<file path="src/rtl/hptw_pkg.sv">
package hptw_pkg;
  typedef enum logic [1:0] {
    ST_HIT  = 2'd0,
    ST_MISS = 2'd1,
    ST_PROT = 2'd2,
    ST_NX   = 2'd3
  } walk_status_e;

  localparam int VSID_W = 24;
  localparam int PIDX_W = 16;
  localparam int API_W  = 6;
  // word 1 fields that all matches of one group must agree on
  localparam logic [31:0] CONSIST_MASK = 32'hFFFF_F07B;
  localparam int REF_BIT = 8;
  localparam int CHG_BIT = 7;
endpackage

</file>
<file path="src/rtl/hptw_hash.sv">
module hptw_hash
  import hptw_pkg::*;
(
  input  logic [31:0]       ea,
  input  logic [31:0]       sreg,
  input  logic              user,
  output logic              key,
  output logic              no_exec,
  output logic [VSID_W-1:0] vsid,
  output logic [VSID_W-1:0] hash_pri,
  output logic [API_W-1:0]  api
);
  logic [PIDX_W-1:0] pidx;

  always_comb begin
    pidx     = ea[27:12];
    vsid     = sreg[VSID_W-1:0];
    key      = (sreg[29] & user) | (sreg[30] & ~user);
    no_exec  = sreg[28];
    hash_pri = vsid ^ VSID_W'(pidx);
    api      = pidx[PIDX_W-1 -: API_W];
  end
endmodule

</file>
<file path="src/rtl/hptw_prot.sv">
module hptw_prot (
  input  logic       key,
  input  logic [1:0] pp,
  input  logic       no_exec,
  input  logic       is_store,
  input  logic       is_fetch,
  output logic [2:0] perm,
  output logic       granted
);
  logic rd, wr;

  always_comb begin
    if (!key) begin
      rd = 1'b1;
      wr = (pp != 2'd3);
    end else begin
      rd = (pp != 2'd0);
      wr = (pp == 2'd2);
    end
    perm = {~no_exec, wr, rd};
    if (is_fetch)      granted = perm[2];
    else if (is_store) granted = perm[1];
    else               granted = perm[0];
  end
endmodule

</file>
<file path="src/rtl/hpt_walker.sv">
module hpt_walker
  import hptw_pkg::*;
#(
  parameter int N_ENT = 8
) (
  input  logic         clk,
  input  logic         rst,
  input  logic         start_i,
  input  logic [31:0]  ea_i,
  input  logic         store_i,
  input  logic         fetch_i,
  input  logic         user_i,
  input  logic [511:0] seg_regs_i,
  input  logic [31:0]  table_base_i,
  input  logic [31:0]  table_mask_i,
  output logic         mreq_valid_o,
  input  logic         mreq_ready_i,
  output logic         mreq_write_o,
  output logic [31:0]  mreq_addr_o,
  output logic [31:0]  mreq_wdata_o,
  input  logic         mrsp_valid_i,
  input  logic [31:0]  mrsp_data_i,
  output logic         busy_o,
  output logic         done_o,
  output logic [1:0]   status_o,
  output logic [19:0]  rpn_o,
  output logic [2:0]   perm_o
);
  localparam int IDX_W  = (N_ENT > 1) ? $clog2(N_ENT) : 1;
  localparam int GRP_SH = $clog2(N_ENT) + 3;
  localparam logic [IDX_W-1:0] LAST_IDX = IDX_W'(N_ENT - 1);

  typedef enum logic [3:0] {
    S_IDLE, S_RD0, S_WT0, S_RD1, S_WT1, S_EVAL, S_FLAGS, S_WB, S_RES
  } state_e;

  state_e           state;
  logic [31:0]      ea_q, sreg_q, base_q, mask_q;
  logic             st_q, fe_q, us_q;
  logic             h_q;
  logic [IDX_W-1:0] idx_q, midx_q;
  logic [31:0]      w0_q, w1_q, mw1_q, wb_q;
  logic [2:0]       mperm_q, fperm_q;
  logic             hav_q, grant_q;
  logic             pv_q;
  logic [19:0]      p_rpn_q;
  logic [2:0]       p_perm_q;
  logic             done_q;
  logic [1:0]       status_q;
  logic [19:0]      rpn_q;
  logic [2:0]       perm_q;

  // segment selected straight from the request, for the no-execute decision
  logic [31:0] sreg_in;
  assign sreg_in = seg_regs_i[32*ea_i[31:28] +: 32];

  logic              key, nx;
  logic [VSID_W-1:0] vsid, hash_pri, hash_sel;
  logic [API_W-1:0]  api;

  hptw_hash u_hash (
    .ea(ea_q), .sreg(sreg_q), .user(us_q),
    .key(key), .no_exec(nx), .vsid(vsid), .hash_pri(hash_pri), .api(api)
  );

  logic [2:0] eperm;
  logic       egrant;

  hptw_prot u_prot (
    .key(key), .pp(w1_q[1:0]), .no_exec(nx),
    .is_store(st_q), .is_fetch(fe_q), .perm(eperm), .granted(egrant)
  );

  logic [31:0] grp_addr, ent_addr;
  logic        match, conflict;
  logic [31:0] new_w1;
  logic [2:0]  new_perm;

  always_comb begin
    hash_sel = h_q ? ~hash_pri : hash_pri;
    grp_addr = base_q | ((32'(hash_sel) << GRP_SH) & mask_q);
    ent_addr = grp_addr + (32'(idx_q) << 3);
    match    = w0_q[31] && (w0_q[6] == h_q) && (w0_q[30:7] == vsid) &&
               (w0_q[5:0] == api);
    conflict = hav_q && (((w1_q ^ mw1_q) & CONSIST_MASK) != 32'd0);
    new_w1   = mw1_q;
    new_perm = mperm_q;
    new_w1[REF_BIT] = 1'b1;
    if (!mw1_q[CHG_BIT]) begin
      if (grant_q && st_q && !fe_q) new_w1[CHG_BIT] = 1'b1;
      else                          new_perm[1]     = 1'b0;
    end
  end

  always_comb begin
    mreq_valid_o = (state == S_RD0) || (state == S_RD1) || (state == S_WB);
    mreq_write_o = (state == S_WB);
    mreq_wdata_o = wb_q;
    case (state)
      S_RD1:   mreq_addr_o = ent_addr + 32'd4;
      S_WB:    mreq_addr_o = grp_addr + (32'(midx_q) << 3) + 32'd4;
      default: mreq_addr_o = ent_addr;
    endcase
  end

  always_ff @(posedge clk) begin
    if (rst) begin
      state    <= S_IDLE;
      ea_q     <= '0; sreg_q <= '0; base_q <= '0; mask_q <= '0;
      st_q     <= 1'b0; fe_q <= 1'b0; us_q <= 1'b0;
      h_q      <= 1'b0; idx_q <= '0; midx_q <= '0;
      w0_q     <= '0; w1_q <= '0; mw1_q <= '0; wb_q <= '0;
      mperm_q  <= '0; fperm_q <= '0;
      hav_q    <= 1'b0; grant_q <= 1'b0;
      pv_q     <= 1'b0; p_rpn_q <= '0; p_perm_q <= '0;
      done_q   <= 1'b0; status_q <= ST_MISS; rpn_q <= '0; perm_q <= '0;
    end else begin
      done_q <= 1'b0;
      case (state)
        S_IDLE: if (start_i) begin
          ea_q   <= ea_i;   sreg_q <= sreg_in;
          base_q <= table_base_i; mask_q <= table_mask_i;
          st_q   <= store_i; fe_q <= fetch_i; us_q <= user_i;
          h_q    <= 1'b0; idx_q <= '0; hav_q <= 1'b0; pv_q <= 1'b0;
          if (fetch_i && sreg_in[28]) begin
            done_q <= 1'b1; status_q <= ST_NX; rpn_q <= '0; perm_q <= '0;
          end else begin
            state <= S_RD0;
          end
        end
        S_RD0: if (mreq_ready_i) state <= S_WT0;
        S_WT0: if (mrsp_valid_i) begin w0_q <= mrsp_data_i; state <= S_RD1; end
        S_RD1: if (mreq_ready_i) state <= S_WT1;
        S_WT1: if (mrsp_valid_i) begin w1_q <= mrsp_data_i; state <= S_EVAL; end
        S_EVAL: begin
          if (match && conflict) begin
            done_q <= 1'b1; status_q <= ST_MISS; rpn_q <= '0; perm_q <= '0;
            state  <= S_IDLE;
          end else if (match && egrant) begin
            mw1_q <= w1_q; midx_q <= idx_q; mperm_q <= eperm;
            grant_q <= 1'b1; state <= S_FLAGS;
          end else begin
            if (match) begin
              mw1_q <= w1_q; midx_q <= idx_q; mperm_q <= eperm; hav_q <= 1'b1;
            end
            if (idx_q != LAST_IDX) begin
              idx_q <= idx_q + 1'b1; state <= S_RD0;
            end else if (hav_q || match) begin
              grant_q <= 1'b0; state <= S_FLAGS;
            end else if (!h_q) begin
              h_q <= 1'b1; idx_q <= '0; hav_q <= 1'b0; state <= S_RD0;
            end else begin
              done_q   <= 1'b1;
              status_q <= pv_q ? ST_PROT : ST_MISS;
              rpn_q    <= pv_q ? p_rpn_q : '0;
              perm_q   <= pv_q ? p_perm_q : '0;
              state    <= S_IDLE;
            end
          end
        end
        S_FLAGS: begin
          fperm_q <= new_perm;
          wb_q    <= new_w1;
          state   <= (new_w1 != mw1_q) ? S_WB : S_RES;
        end
        S_WB: if (mreq_ready_i) state <= S_RES;
        S_RES: begin
          if (grant_q || h_q) begin
            done_q   <= 1'b1;
            status_q <= grant_q ? ST_HIT : ST_PROT;
            rpn_q    <= mw1_q[31:12];
            perm_q   <= fperm_q;
            state    <= S_IDLE;
          end else begin
            pv_q <= 1'b1; p_rpn_q <= mw1_q[31:12]; p_perm_q <= fperm_q;
            h_q  <= 1'b1; idx_q <= '0; hav_q <= 1'b0; state <= S_RD0;
          end
        end
        default: state <= S_IDLE;
      endcase
    end
  end

  assign busy_o   = (state != S_IDLE);
  assign done_o   = done_q;
  assign status_o = status_q;
  assign rpn_o    = rpn_q;
  assign perm_o   = perm_q;

  p_req_hold_r11: assert property (@(posedge clk) disable iff (rst)
    mreq_valid_o && !mreq_ready_i |=> mreq_valid_o && $stable(mreq_addr_o) &&
                                      $stable(mreq_write_o));
  p_idle_quiet_r11: assert property (@(posedge clk) disable iff (rst)
    !busy_o |-> !mreq_valid_o);
  p_wb_ref_r8: assert property (@(posedge clk) disable iff (rst)
    mreq_valid_o && mreq_write_o |-> mreq_wdata_o[REF_BIT]);
  p_miss_zero_r10: assert property (@(posedge clk) disable iff (rst)
    done_o && status_o == ST_MISS |-> rpn_o == 20'd0 && perm_o == 3'd0);
  p_nx_direct_r9: assert property (@(posedge clk) disable iff (rst)
    done_o && status_o == ST_NX |-> $past(!busy_o));
  p_hit_nonzero_r5: assert property (@(posedge clk) disable iff (rst)
    done_o && status_o == ST_HIT |-> perm_o != 3'd0);
endmodule

</file>
<file path="config.mk">
export PLATFORM = sky130hd
export DESIGN_NAME = hpt_walker
export DESIGN_NICKNAME = d
export VERILOG_FILES = /design/src/rtl/hptw_pkg.sv /design/src/rtl/hptw_hash.sv /design/src/rtl/hptw_prot.sv /design/src/rtl/hpt_walker.sv
export SDC_FILE = /design/constraint.sdc
export NUM_CORES = 1
export LEC_CHECK = 0
export BUFFER_PORTS_ARGS = -buffer_cell sky130_fd_sc_hd__buf_2
export CORE_AREA = 4 4 289 291
export CTS_CLUSTER_SIZE = 12
export DETAILED_ROUTE_END_ITERATION = 12
export DIE_AREA = 0 0 293 295
export PLACE_DENSITY_LB_ADDON = 0.08
export SYNTH_ARGS = -nofsm -noshare
export SYNTH_HDL_FRONTEND = slang
export SYNTH_SLANG_ARGS = --single-unit
</file>
<file path="constraint.sdc">
create_clock -name clk -period 7.7 [get_ports clk]
set_input_delay 0.385 -clock clk [delete_from_list [all_inputs] [get_ports clk]]
set_output_delay 0.385 -clock clk [all_outputs]
set_load 0.01 [all_outputs]
</file>
==> qor.yml, run 1 <==
status: "completed"
dieArea_um2: 86400
p_per_area_nw_per_um2: 201
clk_path_buf_depth: 3
clock_latency_ns: 0.58
wirelength_mm: 102
layout_commonest_cell: "buf_2"
hold_ws_ns: 0.0544
synth.avg_cell_area_um2: 8.85
design_area_um2: 23500
hold_buffers: 0
die_h_um: 295
fmax_mhz: 165
cts_tree: "yes"
cts_setup_buffers: 0
worstSetupEndpointType: "output port"
worst_pin_slew_ns: 1.05
drive_above_1_share: 0.346
grt_max_degree: 133
numCtsBuffers: 38
drt_iter0_drc: 1159
syn_nets: 2692
required_ns: 7.32
cts-root-buf: "clkbuf_16"
crit_path_top_delay_cell: "dfxtp_1"
final_nets: 3246
synth-seq-area-share: 0.333
remaining_drc_errors: 0
post-route-period-util: 0.789
io_pins: 741
period_needed_ns: 6.07
crit_type: "flip-flop to output port"
ys.flop_type: "dfxtp_1"
rsz0062_at_grt: "false"
min_path_cells: 3
fp.dieW_um: 293
path_max_fanout: 17
gr-total-overflow: 0
hp-class: "input port to flip-flop"
path_delay_family: "simple AND/OR/NAND/NOR gates"
layout_common_cells: "buf_2, nand2_1, dfxtp_1, a21oi_1, mux4_2"
slew_headroom: 0.297
rows: 104
route.antenna.remaining_nets: 0
setup_violations: 0
leakage_nw: 9.82
skew_ns: 0.0256
start_util: 0.223
path_cells: "xor3_1 > a21oi_2 > nor3_2 > nand3_2 > or4_4 > a311oi_4 > nand4_2 > nor4_1 > mux2_1 > a221oi_1 > buf_2"
gp_congestion: 0.910
grt_pass1_wl_mm: 140
final_max_slew_viol_count: 0
place_hpwl_mm: 84.5
synth_area_um2: 18000
port_buffers: 640
grt_pass1_vias: 18600
placed_area_um2: 22100
r2r_cells: 12
coreArea_um2: 80500
synth_top_area_frac: 0.333
track_usage: 0.226
cp.depth: 11
drtPass1Iterations: 5
antenna_found_initial: 76
vias: 18200
fin_tns_setup_ns: 0
max_cap_violations: 0
pre_cts_ws_ns: 2.23
yosysTopAreaCell: "dfxtp_1"
path_clk_slew_ns: 0.06
yosys_register_bits: 299
vdd_ir_drop_max_mv: 0.129
hold_viol: 0
startpoint_type: "flip-flop"
htreeDepth: 2
synth_edf_count: 0
cts.sinks: 299
crit_buf_inv: 1
netlist_instances: 2033
cp_data_arrival_time_ns: 5.69
cpPeakStageDelay_ns: 0.97
ys_top_cells_by_area: "dfxtp_1, mux4_2, nand2_1"
synth_cell_types: 80
async_reset_ff_frac: 0
yosysWarnings: 0
ctsResizeCount: 0
worst_slack_ns: 1.63
wl_per_cell_um: 27.6
area_growth_syn_to_layout_pct: 30.7
viasPerCell: 4.92
[state kept, by name, indices dropped and copies added (netlist names), 16 cells and up]
signal        count
base_q           32
ea_q             16
mask_q           24
mreq_wdata_o     32
mw1_q            32
p_rpn_q          20
rpn_o            20
sreg_q           27
w0_q             32
w1_q             32
[report_power, final]
| part | switching [mW] | internal, mW | total, mW |
|---|---|---|---|
| combinational | 0.646 | 0.496 | 1.14 |
| sequential | 0.103 | 1.62 | 1.72 |
| clock | 0.767 | 1.10 | 1.86 |
| total | 1.52 | 3.21 | 4.73 |
[path summary, 6_finish.rpt]
path | endpoint | slack [ns] | start
setup reg to reg | mw1_q[2]$_SDFFE_PP0P_ | 3.65 | h_q$_SDFFE_PP0P_
hold reg to reg | mreq_wdata_o[23]$_SDFFE_PP0N_ | 0.45 | mreq_wdata_o[23]$_SDFFE_PP0N_
setup / recovery | mreq_addr_o[30] | 1.63 | h_q$_SDFFE_PP0P_
hold / removal | fe_q$_SDFFE_PP0P_ | 0.05 | fetch_i
[Yosys cell counts (all sizes together) (3+ instances only)]
library cell,n
a22oi,5
xnor2,48
ha,9
or3,6
dfxtp,299
nand3,31
nand4,20
a21oi,282
clkbuf,126
a32oi,3
nand3b,4
o31ai,5
and3,6
a22o,26
nor3,26
a31oi,9
xor3,16
a21o,15
mux2,4
nor3b,5
o211ai,9
nor4,38
a211oi,5
nor2,129
xor2,59
o221ai,5
o21ai,35
nand2,494
nand2b,8
a211o,3
and2,10
nor2b,7
a311oi,3
o22ai,5
mux2i,71
mux4,134
inv,15
buf,26
[final cells by class]
type                            instances  area (µm²)
Antenna cell                           29        72.6
Clock buffer                           55        1120
Clock inverter                         12         184
Fill cell                            8738       57000
Inverter                               15        56.3
Multi-Input combinational cell       1567       11400
Sequential cell                       299        5990
Tap cell                             1060        1330
Timing Repair Buffer                  666        3420
[per-layer routing]
layer,wire [µm],track usage,part of all wire
met1,38400,0.256,0.38
met2,51000,0.403,0.50
met3,6420,0.0465,0.063
met4,6300,0.118,0.062
met5,104,0,0.0010
[metrics by stage]
stage	instances	util	power, mW
after floorplan	2033	-	2.42
after global placement	3607	0.275	2.91
after detailed placement	3607	0.275	2.92
after CTS	3674	0.291	4.82
after global routing	3691	0.292	4.96
final	3703	0.292	4.73
[kinds of logic (layout without fill, tap and decap cells)]
| family | count (synthesis) | in the layout | share of synthesized area |
|---|---|---|---|
| multiplexers | 209 | 209 | 0.210 |
| AND/OR/NAND/NOR | 794 | 794 | 0.195 |
| adder cells (fa/ha/maj) | 11 | 11 | 0.00848 |
| XOR/XNOR | 123 | 123 | 0.0733 |
| AO/OA/AOI/OAI | 430 | 430 | 0.143 |
| flip-flops | 299 | 299 | 0.333 |
| other | 0 | 29 | 0 |
| buffers and inverters | 167 | 748 | 0.0373 |
[tightest hold or removal path: cells and delay by family]
kind	cells	cell delay (ns)
compound gates	1	0.05
buf+inv	1	0.11
simple gates	1	0.05
No activity file was read; power rests on OpenSTA's default activity.
==> run 2: changes to the inputs <==
ABC_AREA = 1   (was default)
clock period = 5.5 ns   (was 7.7 ns; I/O delays follow)
==> qor.yml, run 2 <==
yosysWarnings: 0  # unchanged
final_max_slew_viol_count: 0  # unchanged
place_hpwl_mm: 93.2  # was 84.5 mm
synth_area_um2: 19000  # was 18000 µm²
viasPerCell: 4.87  # was 4.92
netlist_instances: 3048  # was 2033
register_area_um2: 5990  # unchanged
multi_input_area_um2: 11200  # was 11400 µm²
path_delay_family: "simple AND/OR/NAND/NOR gates"  # unchanged
hold_viol: 0  # unchanged
synthTopCellsByCount: "nor2_1, nand2_1, o21ai_0, dfxtp_1, a21oi_1"  # was nand2_1, dfxtp_1, a21oi_1, mux4_2, nor2_1
crit_path_top_delay_cell: "dfxtp_1"  # unchanged
ys_top_cells_by_area: "dfxtp_1, o21ai_0, nor2_1"  # was dfxtp_1, mux4_2, nand2_1
rows: 104  # unchanged
layout_common_cells: "buf_2, nor2_1, nand2_1, o21ai_0, dfxtp_1"  # was buf_2, nand2_1, dfxtp_1, a21oi_1, mux4_2
power_frac_comb: 0.376  # was 0.242
remaining_drc_errors: 0  # unchanged
slew_headroom: 0.253  # was 0.297
grt_util_met3: 0.0491  # was 0.0465
gr-total-overflow: 0  # unchanged
track_usage: 0.252  # was 0.226
crit_buf_inv: 3  # was 1
ctsResizeCount: 0  # unchanged
pwr-share-seq: 0.317  # was 0.365
io_pins: 741  # unchanged
syn_nets: 3707  # was 2692
path_clk_slew_ns: 0.06  # about the same
synth_most_common_cell: "nor2_1"  # was nand2_1
crit_top_cell: "nand2_1"
vdd_ir_drop_max_mv: 0.193  # was 0.129 mV
synth_cell_types: 44  # was 80
required_ns: 5.22  # was 7.32 ns
clock_latency_ns: 0.57  # was 0.58 ns
crit_type: "flip-flop to output port"  # unchanged
synth.avg_cell_area_um2: 6.25  # was 8.85 µm²
post-route-period-util: 0.772
gp_congestion: 0.899  # was 0.910
leakage_nw: 11.0  # was 9.82 nW
cts.sinks: 299  # unchanged
vias: 23100  # was 18200
layout_commonest_cell: "buf_2"  # unchanged
wirelength_mm: 115  # was 102 mm
yosysTopAreaCell: "dfxtp_1"  # unchanged
period_needed_ns: 4.25
swShare: 0.411  # was 0.321
grt_pass1_wl_mm: 159  # was 140 mm
synth_top_area_frac: 0.314  # was 0.333
max_cap_violations: 0  # unchanged
die_h_um: 295  # unchanged
rsz0062_at_grt: "false"  # unchanged
drive_above_1_share: 0.234  # was 0.346
synth_edf_count: 0  # unchanged
htreeDepth: 2  # unchanged
path_cells: "buf_4 > nand2_1 > nand3_1 > nand3_1 > nand2_1 > nand2_2 > nor2_4 > nand2_2 > nand2_1 > nand2_1 > inv_1 > nand3_2 > o21ai_0 > o21ai_0 > o21ai_0 > o211ai_1 > buf_2"  # was xor3_1 > a21oi_2 > nor3_2 > nand3_2 > or4_4 > a311oi_4 > nand4_2 > nor4_1 > mux2_1 > a221oi_1 > buf_2
hold_ws_ns: 0.0187  # was 0.0544 ns
top_usage_layer: "met2"  # unchanged
cts-root-buf: "clkbuf_16"  # unchanged
final_nets: 4270  # was 3246
port_buffers: 640  # unchanged
numCtsBuffers: 39  # was 38
pwr-share-clk: 0.307  # was 0.394
cts_tree: "yes"  # unchanged
hp-class: "input port to flip-flop"  # unchanged
drt_iter0_drc: 1625  # was 1159
clk_path_buf_depth: 3  # unchanged
fmax_mhz: 235
cts_setup_buffers: 0  # unchanged
async_reset_ff_frac: 0  # unchanged
wl_per_cell_um: 24.1  # was 27.6 µm
drtPass1Iterations: 5  # unchanged
area_growth_syn_to_layout_pct: 31.4  # was 30.7%
setup_violations: 0  # unchanged
antenna_found_initial: 107  # was 76
p_per_area_nw_per_um2: 336  # was 201 nW/µm²
synth-seq-area-share: 0.314  # was 0.333
nFillCells: 9242  # was 8738
ys.flop_type: "dfxtp_1"  # unchanged
fin_tns_setup_ns: 0  # unchanged
intPower_mw: 4.96  # was 3.21 mW
route.antenna.remaining_nets: 0  # unchanged
path_max_fanout: 12  # was 17
skew_ns: 0.0227  # was 0.0256 ns
fp.dieW_um: 293  # unchanged
cp_data_arrival_time_ns: 3.97  # was 5.69 ns
startpoint_type: "flip-flop"  # unchanged
status: "completed"  # unchanged
dieArea_um2: 86400  # unchanged
switching_power_mw: 3.46  # was 1.52 mW
hold_buffers: 57  # was 0
cpPeakStageDelay_ns: 0.65  # was 0.97 ns
start_util: 0.237  # was 0.223
use_met2: 0.448  # was 0.403
worstSetupEndpointType: "output port"  # unchanged
yosys_register_bits: 299  # unchanged
worst_pin_slew_ns: 1.11  # was 1.05 ns
coreArea_um2: 80500  # unchanged
grt_max_degree: 176  # was 133
grt_pass1_vias: 22100  # was 18600
met1_usage: 0.296  # was 0.256
==> run 2: metrics by stage <==
step	total power [mW]	instances	util	cell area (µm²)	worst slack (ns)
after detailed placement	5.87	4573	0.286	23000	1.84
after CTS	8.54	4700	0.309	24900	1.19
after floorplan	4.65	3048	-	19000	2.56
after global placement	5.87	4573	0.286	23000	1.86
after global routing	8.98	4720	0.310	24900	0.949
final	8.42	4752	0.311	25000	1.25
==> run 2: power groups by stage <==
stage          combinational, mW  clock (mW)  sequential [mW]
2_1_floorplan               2.03           0             2.62
3_3_place_gp                3.15           0             2.72
3_5_place_dp                3.15           0             2.72
4_1_cts                     3.20        2.67             2.67
5_1_grt                     3.54        2.74             2.71
6_report                    3.17        2.59             2.67
==> run 2: routing by layer <==
| metal | up-vias | part of all wire |
|---|---|---|
| met1 | 10700 | 0.39 |
| met2 | 780 | 0.50 |
| met5 | - | 0.0018 |
| met4 | 30 | 0.044 |
| met3 | 233 | 0.066 |
| li1 | 11400 | - |
==> run 2: final timing paths <==
kind	slack, ns	cells past startpoint	from	to
setup / recovery	1.25	17	h_q$_SDFFE_PP0P_	mreq_addr_o[17]
hold / removal	0.02	3	table_mask_i[21]	mask_q[21]$_SDFFE_PP0P_
setup reg to reg	2.26	7	state[2]$_SDFFE_PP0P_	w1_q[5]$_SDFFE_PP0P_
hold reg to reg	0.44	1	sreg_q[28]$_SDFFE_PP0P_	mperm_q[2]$_SDFFE_PP0P_
==> run 2: kinds of logic after synthesis <==
logic type / count (synthesis) / share of synthesized area
flip-flops: 299 / 0.314
buffers and inverters: 482 / 0.0979
adder cells (fa/ha/maj): 11 / 0.00801
AO/OA/AOI/OAI: 909 / 0.268
AND/OR/NAND/NOR: 1314 / 0.296
XOR/XNOR: 33 / 0.0160
==> run 2: worst reg2reg max path, cell delays in order (launching register included) <==
cell and delay [ns]:
dfxtp_1 0.42, inv_1 0.09, nor2_1 0.18, nand2_1 0.10, inv_1 0.71, nand2_2 0.82
o21ai_0 0.70, a21oi_1 0.07
==> run 2: area by class of cell <==
cell class | count | share of cell area
Sequential cell | 299 | 0.239
Antenna cell | 52 | 0.00520
Inverter | 284 | 0.0432
Timing Repair Buffer | 720 | 0.160
Clock inverter | 15 | 0.00670
Tap cell | 1060 | 0.0530
Multi-Input combinational cell | 2267 | 0.448
Clock buffer | 55 | 0.0446
==> run 3: changes to the inputs <==
ABC_AREA = 0   (was 1)
clock period = 3.82 ns   (was 5.5 ns; I/O delays follow)
==> qor.yml, run 3 (synthesized netlist as in run 1, its figures left out) <==
intPower_mw: 6.84  # was 4.96 mW
port_buffers: 640  # unchanged
vias: 19400  # was 23100
grt_pass1_wl_mm: 148  # was 159 mm
startpoint_type: "flip-flop"  # unchanged
pwr-share-clk: 0.376  # was 0.307
grt_max_degree: 136  # was 176
slew_headroom: 0.314  # was 0.253
fmax_mhz: 231
hold_viol: 0  # unchanged
layout_common_cells: "buf_2, nand2_1, dfxtp_1, a21oi_1, buf_4"  # was buf_2, nor2_1, nand2_1, o21ai_0, dfxtp_1
leakage_nw: 11.4  # was 11.0 nW
numCtsBuffers: 38  # was 39
hp-start: "mreq_ready_i"  # was table_mask_i[21]
multi_input_area_um2: 11800  # was 11200 µm²
failed_checks: "negative setup slack"
p_per_area_nw_per_um2: 380  # was 336 nW/µm²
pwr-share-seq: 0.342  # was 0.317
worstSetupEndpointType: "output port"  # unchanged
power_frac_comb: 0.281  # was 0.376
htreeDepth: 2  # unchanged
final_max_slew_viol_count: 0  # unchanged
path_max_fanout: 8  # was 12
drive_above_1_share: 0.395  # was 0.234
path_clk_slew_ns: 0.06  # about the same
max_cap_violations: 0  # unchanged
worst_pin_slew_ns: 1.02  # was 1.11 ns
cts.sinks: 299  # unchanged
start_util: 0.223  # was 0.237
r2r-end: "status_o[0]$_SDFFE_PP1P_"  # was w1_q[5]$_SDFFE_PP0P_
post-route-period-util: 1.14
status: "finished with violations"  # was completed
drtPass1Iterations: 5  # unchanged
die_h_um: 295  # unchanged
wirelength_mm: 108  # was 115 mm
cp_data_arrival_time_ns: 4.15  # was 3.97 ns
crit_type: "flip-flop to output port"  # unchanged
register_area_um2: 5990  # about the same
switching_power_mw: 3.22  # was 3.46 mW
drt_iter0_drc: 1292  # was 1625
hold_ws_ns: 0.0534  # was 0.0187 ns
nFillCells: 8613  # was 9242
io_pins: 741  # unchanged
clk_path_buf_depth: 3  # unchanged
min_path_cells: 4  # was 3
wl_per_cell_um: 27.0  # was 24.1 µm
final_nets: 3532  # was 4270
final-instance-count-excl-fill: 3989  # was 4752
rows: 104  # unchanged
grt_pass1_vias: 19800  # was 22100
rsz0062_at_grt: "true"  # was false
viasPerCell: 4.86  # was 4.87
place_hpwl_mm: 89.3  # was 93.2 mm
dieArea_um2: 86400  # unchanged
antenna_found_initial: 72  # was 107
fin_util: 0.329  # was 0.311
area_growth_syn_to_layout_pct: 47.3  # was 31.4%
r2r_start: "mw1_q[19]$_SDFFE_PP0P_"  # was state[2]$_SDFFE_PP0P_
clock_latency_ns: 0.59  # was 0.57 ns
vdd_ir_drop_max_mv: 0.250  # was 0.193 mV
placedCellCount: 3760  # was 4573
cts-root-buf: "clkbuf_16"  # unchanged
track_usage: 0.238  # was 0.252
gp_congestion: 0.923  # was 0.899
layout_commonest_cell: "buf_2"  # unchanged
route.antenna.remaining_nets: 0  # unchanged
setup_violations: 17  # was 0
period_needed_ns: 4.34
worst_slack_ns: -0.516  # was 1.25 ns
required_ns: 3.63  # was 5.22 ns
min_to: "state[0]$_SDFFE_PP0P_"  # was mask_q[21]$_SDFFE_PP0P_
r2r_slack_ns: 0.51  # was 2.26 ns
r2r_cells: 10  # was 7
gr-total-overflow: 0  # unchanged
remaining_drc_errors: 0  # unchanged
power_mw: 10.1  # was 8.42 mW
skew_ns: 0.0422  # was 0.0227 ns
coreArea_um2: 80500  # unchanged
hp-class: "input port to flip-flop"  # unchanged
swShare: 0.320  # was 0.411
fp.dieW_um: 293  # unchanged
cts_tree: "yes"  # unchanged
## run 3: critical path, cell delays in order, from the launching register on
cell and delay [ns]:
dfxtp_4 0.38, buf_12 0.15, buf_4 0.13, xor3_2 0.26, a21oi_2 0.10, nor4_4 0.27
buf_4 0.19, nand2_2 0.07, or4_4 0.58, a311oi_4 0.27, nand4_2 0.18, nor4_4 0.29
mux2_4 0.33, a221oi_2 0.17, buf_2 0.17
## run 3: worst max path at each step
stage                           start              end  slack [ns]  cells after the start
2_1_floorplan        h_q$_SDFFE_PP0P_  mreq_addr_o[30]       0.008                     12
3_3_place_gp   base_q[3]$_SDFFE_PP0P_  mreq_addr_o[30]       -0.26                     14
3_5_place_dp         h_q$_SDFFE_PP0P_  mreq_addr_o[30]       -0.23                     13
4_1_cts         idx_q[0]$_SDFFE_PP0P_  mreq_addr_o[29]       -0.56                     15
5_1_grt         idx_q[0]$_SDFFE_PP0P_  mreq_addr_o[21]       -0.68                     17
6_report             h_q$_SDFFE_PP0P_  mreq_addr_o[30]       -0.52                     14
## run 3: per-layer routing
metal | share of wire | GRT usage
met5 | 0.00054 | 0
met1 | 0.39 | 0.280
met2 | 0.51 | 0.436
met3 | 0.050 | 0.0342
met4 | 0.047 | 0.0929
## run 3: cell type report
class,instances,area share
sequential,299,0.226
tap,1060,0.0500
inverter,15,0.00212
multi-input combinational,1567,0.443
clock inverter,16,0.00958
antenna,30,0.00283
clock buffer,50,0.0402
timing repair buffer,952,0.226
## run 3: per-stage QoR
stage                     cell area, µm²  setup slack [ns]  TNS (ns)
after floorplan                    18000           0.00753         0
after global placement             23400            -0.255     -1.32
after detailed placement           23400            -0.233     -1.32
after CTS                          26300            -0.559     -7.11
after global routing               26500            -0.676     -9.85
final                              26500            -0.516     -6.58
## run 3: power by group through the flow
stage / Combinational (mW) / Sequential [mW] / Clock, mW
2_1_floorplan: 1.44 / 3.43 / 0
3_5_place_dp: 2.64 / 3.50 / 0
6_report: 2.83 / 3.44 / 3.79
3_3_place_gp: 2.63 / 3.50 / 0
5_1_grt: 3.04 / 3.45 / 4.03
4_1_cts: 2.83 / 3.45 / 3.92
## run 3: what timing repair did
action / in CTS / in global routing
hold buffers: 106 / 0
setup buffers: 21 / 5
gates resized for setup: 76 / 21
hold endpoints to repair: 138 / 0
pin swaps: 64 / 31
gates cloned: 1 / 0
setup endpoints to repair: 22 / 21
